`src/rtl/intc_pkg.sv`:
```
package intc_pkg;
    localparam int REG_COUNT  = 6;
    localparam int BANK_BYTES = REG_COUNT * 4;

    typedef enum logic [2:0] {
        RS_STAT = 3'd0,
        RS_EN   = 3'd1,
        RS_SET  = 3'd2,
        RS_CLR  = 3'd3,
        RS_POL  = 3'd4,
        RS_EDGE = 3'd5
    } reg_sel_e;
endpackage

```
`src/rtl/intc_sync2.sv`:
```
module intc_sync2 #(
    parameter int W = 32
) (
    input  logic         clk,
    input  logic         rst_n,
    input  logic [W-1:0] d_i,
    output logic [W-1:0] q_o
);
    logic [W-1:0] meta_q;

    always_ff @(posedge clk or negedge rst_n) begin
        if (!rst_n) begin
            meta_q <= '0;
            q_o    <= '0;
        end else begin
            meta_q <= d_i;
            q_o    <= meta_q;
        end
    end
endmodule

```
`src/rtl/intc_lowest.sv`:
```
module intc_lowest #(
    parameter int W = 32,
    localparam int IDX_W = $clog2(W)
) (
    input  logic [W-1:0]     req_i,
    output logic [IDX_W-1:0] idx_o,
    output logic             any_o
);
    always_comb begin
        idx_o = '0;
        for (int i = W - 1; i >= 0; i--) begin
            if (req_i[i]) idx_o = IDX_W'(i);
        end
        any_o = |req_i;
    end
endmodule

```
`src/rtl/intc_bank.sv`:
```
module intc_bank
    import intc_pkg::*;
#(
    parameter int SRC_W = 32
) (
    input  logic             clk,
    input  logic             rst_n,
    input  logic [SRC_W-1:0] raw_i,
    input  logic             wr_i,
    input  logic [2:0]       sel_i,
    input  logic [SRC_W-1:0] wdata_i,
    output logic [SRC_W-1:0] rdata_o,
    output logic [SRC_W-1:0] pend_o
);
    logic [SRC_W-1:0] sync_w, prev_q;
    logic [SRC_W-1:0] en_q, pol_q, edg_q, lat_q;
    logic [SRC_W-1:0] set_w, clr_w, evt_w, lvl_w, status_w;

    intc_sync2 #(.W(SRC_W)) u_sync (
        .clk  (clk),
        .rst_n(rst_n),
        .d_i  (raw_i),
        .q_o  (sync_w)
    );

    always_comb begin
        set_w    = (wr_i && sel_i == RS_SET) ? wdata_i : '0;
        clr_w    = (wr_i && sel_i == RS_CLR) ? wdata_i : '0;
        evt_w    = edg_q & ((pol_q & sync_w & ~prev_q) | (~pol_q & ~sync_w & prev_q));
        lvl_w    = ~(sync_w ^ pol_q);
        status_w = lat_q | (~edg_q & lvl_w);
        pend_o   = status_w & en_q;
    end

    always_ff @(posedge clk or negedge rst_n) begin
        if (!rst_n) begin
            prev_q <= '0;
            en_q   <= '0;
            pol_q  <= '0;
            edg_q  <= '0;
            lat_q  <= '0;
        end else begin
            prev_q <= sync_w;
            lat_q  <= (lat_q | evt_w | set_w) & ~clr_w;
            if (wr_i && sel_i == RS_EN)   en_q  <= wdata_i;
            if (wr_i && sel_i == RS_POL)  pol_q <= wdata_i;
            if (wr_i && sel_i == RS_EDGE) edg_q <= wdata_i;
        end
    end

    always_comb begin
        unique case (sel_i)
            RS_STAT: rdata_o = status_w;
            RS_EN:   rdata_o = en_q;
            RS_POL:  rdata_o = pol_q;
            RS_EDGE: rdata_o = edg_q;
            default: rdata_o = '0;
        endcase
    end

    // a cleared bit is 0 on the following cycle
    a_r9_clear_drops: assert property (@(posedge clk) disable iff (!rst_n)
        (clr_w != '0) |=> ((lat_q & $past(clr_w)) == '0));

    // a set bit (not cleared at the same time) is held on the next cycle
    a_r10_set_holds: assert property (@(posedge clk) disable iff (!rst_n)
        ((set_w & ~clr_w) != '0) |=> (($past(set_w & ~clr_w) & ~lat_q) == '0));

    // a latched bit only appears after an edge event or a set write
    a_r7_latch_cause: assert property (@(posedge clk) disable iff (!rst_n)
        1'b1 |=> ((lat_q & ~$past(lat_q) & ~$past(evt_w | set_w)) == '0));
endmodule

```
`src/rtl/intc_multibank.sv`:
```
module intc_multibank
    import intc_pkg::*;
#(
    parameter int NUM_BANKS = 5,
    parameter int SRC_W     = 32,
    parameter int ADDR_W    = 8,
    localparam int IDX_W    = $clog2(SRC_W)
) (
    input  logic                       clk,
    input  logic                       rst_n,
    input  logic [NUM_BANKS*SRC_W-1:0] src_i,
    input  logic [ADDR_W-1:0]          bus_addr,
    input  logic                       bus_wr,
    input  logic [SRC_W-1:0]           bus_wdata,
    output logic [SRC_W-1:0]           bus_rdata,
    output logic [NUM_BANKS-1:0]       irq_o,
    output logic [NUM_BANKS*IDX_W-1:0] irq_idx_o
);
    logic [ADDR_W-1:0] bsel_w;
    logic [4:0]        boff_w;
    logic              aligned_w;
    logic [NUM_BANKS-1:0][SRC_W-1:0] brd_w, pend_w;

    assign bsel_w    = bus_addr / ADDR_W'(BANK_BYTES);
    assign boff_w    = 5'(bus_addr - bsel_w * ADDR_W'(BANK_BYTES));
    assign aligned_w = (boff_w[1:0] == 2'b00);

    for (genvar b = 0; b < NUM_BANKS; b++) begin : g_bank
        logic hit_w;
        assign hit_w = (bsel_w == ADDR_W'(b)) && aligned_w;

        intc_bank #(.SRC_W(SRC_W)) u_bank (
            .clk    (clk),
            .rst_n  (rst_n),
            .raw_i  (src_i[b*SRC_W +: SRC_W]),
            .wr_i   (bus_wr && hit_w),
            .sel_i  (boff_w[4:2]),
            .wdata_i(bus_wdata),
            .rdata_o(brd_w[b]),
            .pend_o (pend_w[b])
        );

        intc_lowest #(.W(SRC_W)) u_low (
            .req_i(pend_w[b]),
            .idx_o(irq_idx_o[b*IDX_W +: IDX_W]),
            .any_o(irq_o[b])
        );

        // the reported index names a pending source
        a_r4_idx_pending: assert property (@(posedge clk) disable iff (!rst_n)
            irq_o[b] |-> pend_w[b][irq_idx_o[b*IDX_W +: IDX_W]]);

        // no pending source sits below the reported index
        a_r4_idx_lowest: assert property (@(posedge clk) disable iff (!rst_n)
            irq_o[b] |-> ((pend_w[b] & ((SRC_W'(1) << irq_idx_o[b*IDX_W +: IDX_W]) - SRC_W'(1))) == '0));
    end

    always_comb begin
        bus_rdata = '0;
        for (int b = 0; b < NUM_BANKS; b++) begin
            if (bsel_w == ADDR_W'(b) && aligned_w) bus_rdata = brd_w[b];
        end
    end
endmodule

```
`config.mk`:
```
export PLATFORM = sky130hd
export DESIGN_NAME = intc_multibank
export DESIGN_NICKNAME = d
export VERILOG_FILES = /design/src/rtl/intc_pkg.sv /design/src/rtl/intc_sync2.sv /design/src/rtl/intc_lowest.sv /design/src/rtl/intc_bank.sv /design/src/rtl/intc_multibank.sv
export SDC_FILE = /design/constraint.sdc
export NUM_CORES = 2
export LEC_CHECK = 0
export ABC_AREA = 1
export BUFFER_PORTS_ARGS = -buffer_cell sky130_fd_sc_hd__buf_2
export CAP_MARGIN = 5
export CORE_MARGIN = 5
export CORE_UTILIZATION = 42
export CTS_BUF_LIST = sky130_fd_sc_hd__clkbuf_8
export DETAILED_ROUTE_END_ITERATION = 8
export PLACE_DENSITY = 0.56
export SLEW_MARGIN = 40
export SYNTH_ARGS = -nofsm -noshare
export SYNTH_HDL_FRONTEND = slang
export SYNTH_SLANG_ARGS = --single-unit
```
`constraint.sdc`:
```
create_clock -name clk -period 3.9 [get_ports clk]
set_input_delay 0 -clock clk [delete_from_list [all_inputs] [get_ports clk]]
set_output_delay 0 -clock clk [all_outputs]
set_load 0.005 [all_outputs]
```
==> flow_metrics.env <==
export IMPL_drv_slew=0
export IMPL_fmax_ghz=0.248
export IMPL_setup_viol=5
export IMPL_gp_congestion=0.885
export IMPL_mostFrequentLayoutCell="nand2_1"
export IMPL_ff_latch_area_mm2=0.0280
export IMPL_antenna_found_initial=12
export IMPL_p_sw_mw=9.28
export IMPL_leakage_nw=30.7
export IMPL_cts_sinks=1120
export IMPL_viasPerCell=5.29
export IMPL_synth_edff_count=0
export IMPL_timing_rr_end="g_bank[2].u_bank.lat_q[31]"
export IMPL_switching_share_pct=30.8
export IMPL_die_w_um=360
export IMPL_syn_inst=5588
export IMPL_cpMostUsedCell="nand2_1"
export IMPL_fillers=11065
export IMPL_first_global_vias=41844
export IMPL_row_count=128
export IMPL_start_util_pct=42.3
export IMPL_finalInstanceArea_mm2=0.0643
export IMPL_violations="negative setup slack"
export IMPL_status="finished, violations left"
export IMPL_endpoint_kind="output port"
export IMPL_clockBufferDepth=3
export IMPL_synthesis_nets=6116
export IMPL_die_h_um=360
export IMPL_dp_cells=7337
export IMPL_hold_path_end="g_bank[0].u_bank.pol_q[7]"
export IMPL_r2r_start="g_bank[2].u_bank.u_sync.q_o[31]"
export IMPL_hp_start="bus_wdata[7]"
export IMPL_crit_type="flip-flop to output port"
export IMPL_cts_root_buf="clkbuf_8"
export IMPL_comb_power_share_pct=19.0
export IMPL_fin_crit_ns=4.03
export IMPL_core_area_mm2=0.122
export IMPL_cp_max_fo=3
export IMPL_path_delay_family="simple AND/OR/NAND/NOR gates"
export IMPL_detail_route_wl_per_cell_um=21.3
export IMPL_layout_nets=6849
export IMPL_maxCapViolations=0
export IMPL_drc=0
export IMPL_yosysUniqueCellTypes=42
export IMPL_p_clk_share_pct=37.8
export IMPL_tightest_slew_ns=0.801
export IMPL_place_area_mm2=0.0555
export IMPL_cts_buffers=192
export IMPL_p_seq_share_pct=43.1
export IMPL_via_count=42859
export IMPL_postLayoutSetupSlackWorst_ns=-0.125
export IMPL_final_hold_violation_count=0
export IMPL_worstHoldPathType="input port to flip-flop"
export IMPL_hpwl_mm=116
export IMPL_grt_pass1_wl_mm=259
export IMPL_final_cell_mix="nand2_1, dfrtp_1, inv_1, o21ai_0, dlygate4sd3_1"
export IMPL_worstPathArrival_ns=4.03
export IMPL_grt_start_max_net_pins=155
export IMPL_multiInputGateArea_mm2=0.0195
export IMPL_syn_area_mm2=0.0515
export IMPL_finalCritPeriodShare_pct=103
export IMPL_p_int_mw=20.8
export IMPL_relSlewSlack_pct=46.6
export IMPL_synth_area_per_cell_um2=9.22
export IMPL_ant_nets=0
export IMPL_rrSetupSlack_ns=2.08
export IMPL_cp_buffers_inverters=2
export IMPL_layout_cells_non_filler=8103
export IMPL_slowest_stage="dfrtp_1"
export IMPL_drt_pass1_iterations=6
export IMPL_grt_use_total_pct=26.1
export IMPL_clk_latency_ns=0.92
export IMPL_ys_seq_area_share_pct=54.4
export IMPL_rsz0062_at_grt="true"
export IMPL_dp_slack_ns=0.177
export IMPL_ir_drop_uv=361
export IMPL_ff2ff_path_depth=5
export IMPL_io_buffers=264
export IMPL_cts_htree_levels=4
export IMPL_fin_skew_ns=0.0503
export IMPL_ys_ff_latch=1120
export IMPL_crit_path_start_kind="flip-flop"
export IMPL_drt_wl_total_mm=172
export IMPL_cts_tree="done"
export IMPL_max_stage_delay_ns=0.39
export IMPL_grt_overflow=0
export IMPL_ys_warn_count=0
export IMPL_drt_iter0_drc=4261
export IMPL_dieArea_mm2=0.130
export IMPL_async_flop_share_pct=100
export IMPL_hold_depth=4
export IMPL_drive_above_1_share_pct=13.8
export IMPL_cp_required_ns=3.90
export IMPL_cts_clk_slew_worst_paths_ns=0.06
export IMPL_area_delta_synth_final_pct=24.8
export IMPL_io_pins=265
export IMPL_power_density_mw_per_mm2=469
export IMPL_synth_ff_type="dfrtp_1"
-- cell usage after synthesis, drive strengths merged (2+ instances only) --
library cell | n | area, um2
nor3 | 8 | 50.1
mux2 | 4 | 45.0
a221o | 13 | 130
buf | 75 | 412
o2111ai | 23 | 201
o21ai | 876 | 4380
o31ai | 5 | 37.5
nand2 | 1176 | 4420
o211ai | 16 | 120
a31oi | 20 | 125
clkbuf | 205 | 769
nand3 | 46 | 230
ha | 325 | 4070
xor2 | 2 | 25.0
o221ai | 20 | 175
o22ai | 135 | 845
a22o | 59 | 517
o21bai | 10 | 75.1
a21boi | 5 | 37.5
inv | 882 | 3310
nor2 | 155 | 608
a21oi | 185 | 926
dfrtp | 1120 | 28000
a32oi | 160 | 1400
a221oi | 59 | 542
-- worst max path at each step --
stage / from / endpoint / slack, ns / cells past startpoint
floorplan: bus_addr[7] / g_bank[0].u_bank.en_q[10] / 1.28 / 16
global placement: bus_addr[7] / bus_rdata[27] / 0.15 / 23
detailed placement: bus_addr[7] / bus_rdata[27] / 0.18 / 23
CTS: g_bank[4].u_bank.u_sync.q_o[31] / irq_idx_o[20] / -0.22 / 36
global route: g_bank[4].u_bank.u_sync.q_o[29] / irq_idx_o[20] / -0.42 / 34
finish: g_bank[0].u_bank.pol_q[29] / irq_idx_o[0] / -0.13 / 34
-- flip-flops by register name, summed over array words and instances, names as in the netlist --
register / flops
g_bank.u_bank.lat_q: 160
g_bank.u_bank.prev_q: 160
g_bank.u_bank.en_q: 160
g_bank.u_bank.u_sync.meta_q: 160
g_bank.u_bank.pol_q: 160
g_bank.u_bank.edg_q: 160
g_bank.u_bank.u_sync.q_o: 160
-- stage by stage --
stage / hold WS, ns / setup TNS (ns) / power [mW] / util, %
detailed placement: 0.00150 / 0 / 18.3 / 45.6
finish: 0.0747 / -0.357 / 30.1 / 52.7
floorplan: -0.296 / 0 / 15.8 / -
global route: 0.0591 / -1.89 / 31.6 / 52.7
global placement: 0.00264 / 0 / 18.2 / 45.6
CTS: 0.000931 / -0.957 / 30.2 / 52.4
-- worst register-to-register path: cells and delay by family (launching register included) --
kind,cells,cell delay (ns)
buffers and inverters,2,0.74
flip-flops,1,0.48
AO/OA/AOI/OAI,2,0.33
adder cells (fa/ha/maj),1,0.16
-- kinds of logic after synthesis --
| kind of cell | Yosys count | synth area share [%] |
|---|---|---|
| AND/OR/NAND/NOR | 1387 | 10.3 |
| XOR/XNOR | 2 | 0.0486 |
| AO/OA/AOI/OAI | 1586 | 18.5 |
| flip-flops | 1120 | 54.4 |
| buffers and inverters | 1163 | 8.73 |
| multiplexers | 4 | 0.0874 |
| adder cells (fa/ha/maj) | 326 | 7.91 |
-- power by group through the flow --
stage	Sequential [mW]	Combinational, mW	Clock (mW)
after floorplan	13.0	2.79	0
after global placement	13.2	5.01	0
after detailed placement	13.2	5.08	0
after CTS	13.0	5.56	11.7
after global routing	13.1	6.27	12.2
final	13.0	5.73	11.4
-- cell type report --
cell class,count,area share [%]
sequential,1120,43.6
multi-input combinational,3305,30.3
timing repair buffer,819,11.2
clock buffer,255,5.46
inverter,883,5.17
tap,1625,3.16
clock inverter,91,1.01
antenna,5,0.0195
-- layer usage --
metal	GRT usage [%]	share of wire (%)
met2	39.3	43
met5	0	0
met1	37.6	46
met3	5.06	7.5
met4	9.78	3.6
-- timing repair --
item / CTS / global route
resized for setup: 86 / 57
pin swaps: 38 / 45
hold endpoints to repair: 1878 / 0
hold buffers: 382 / 0
buffers inserted: 23 / 7
gates cloned: 0 / 1
endpoints found under the setup margin: 9 / 32
(Power assumes the default switching activity.)
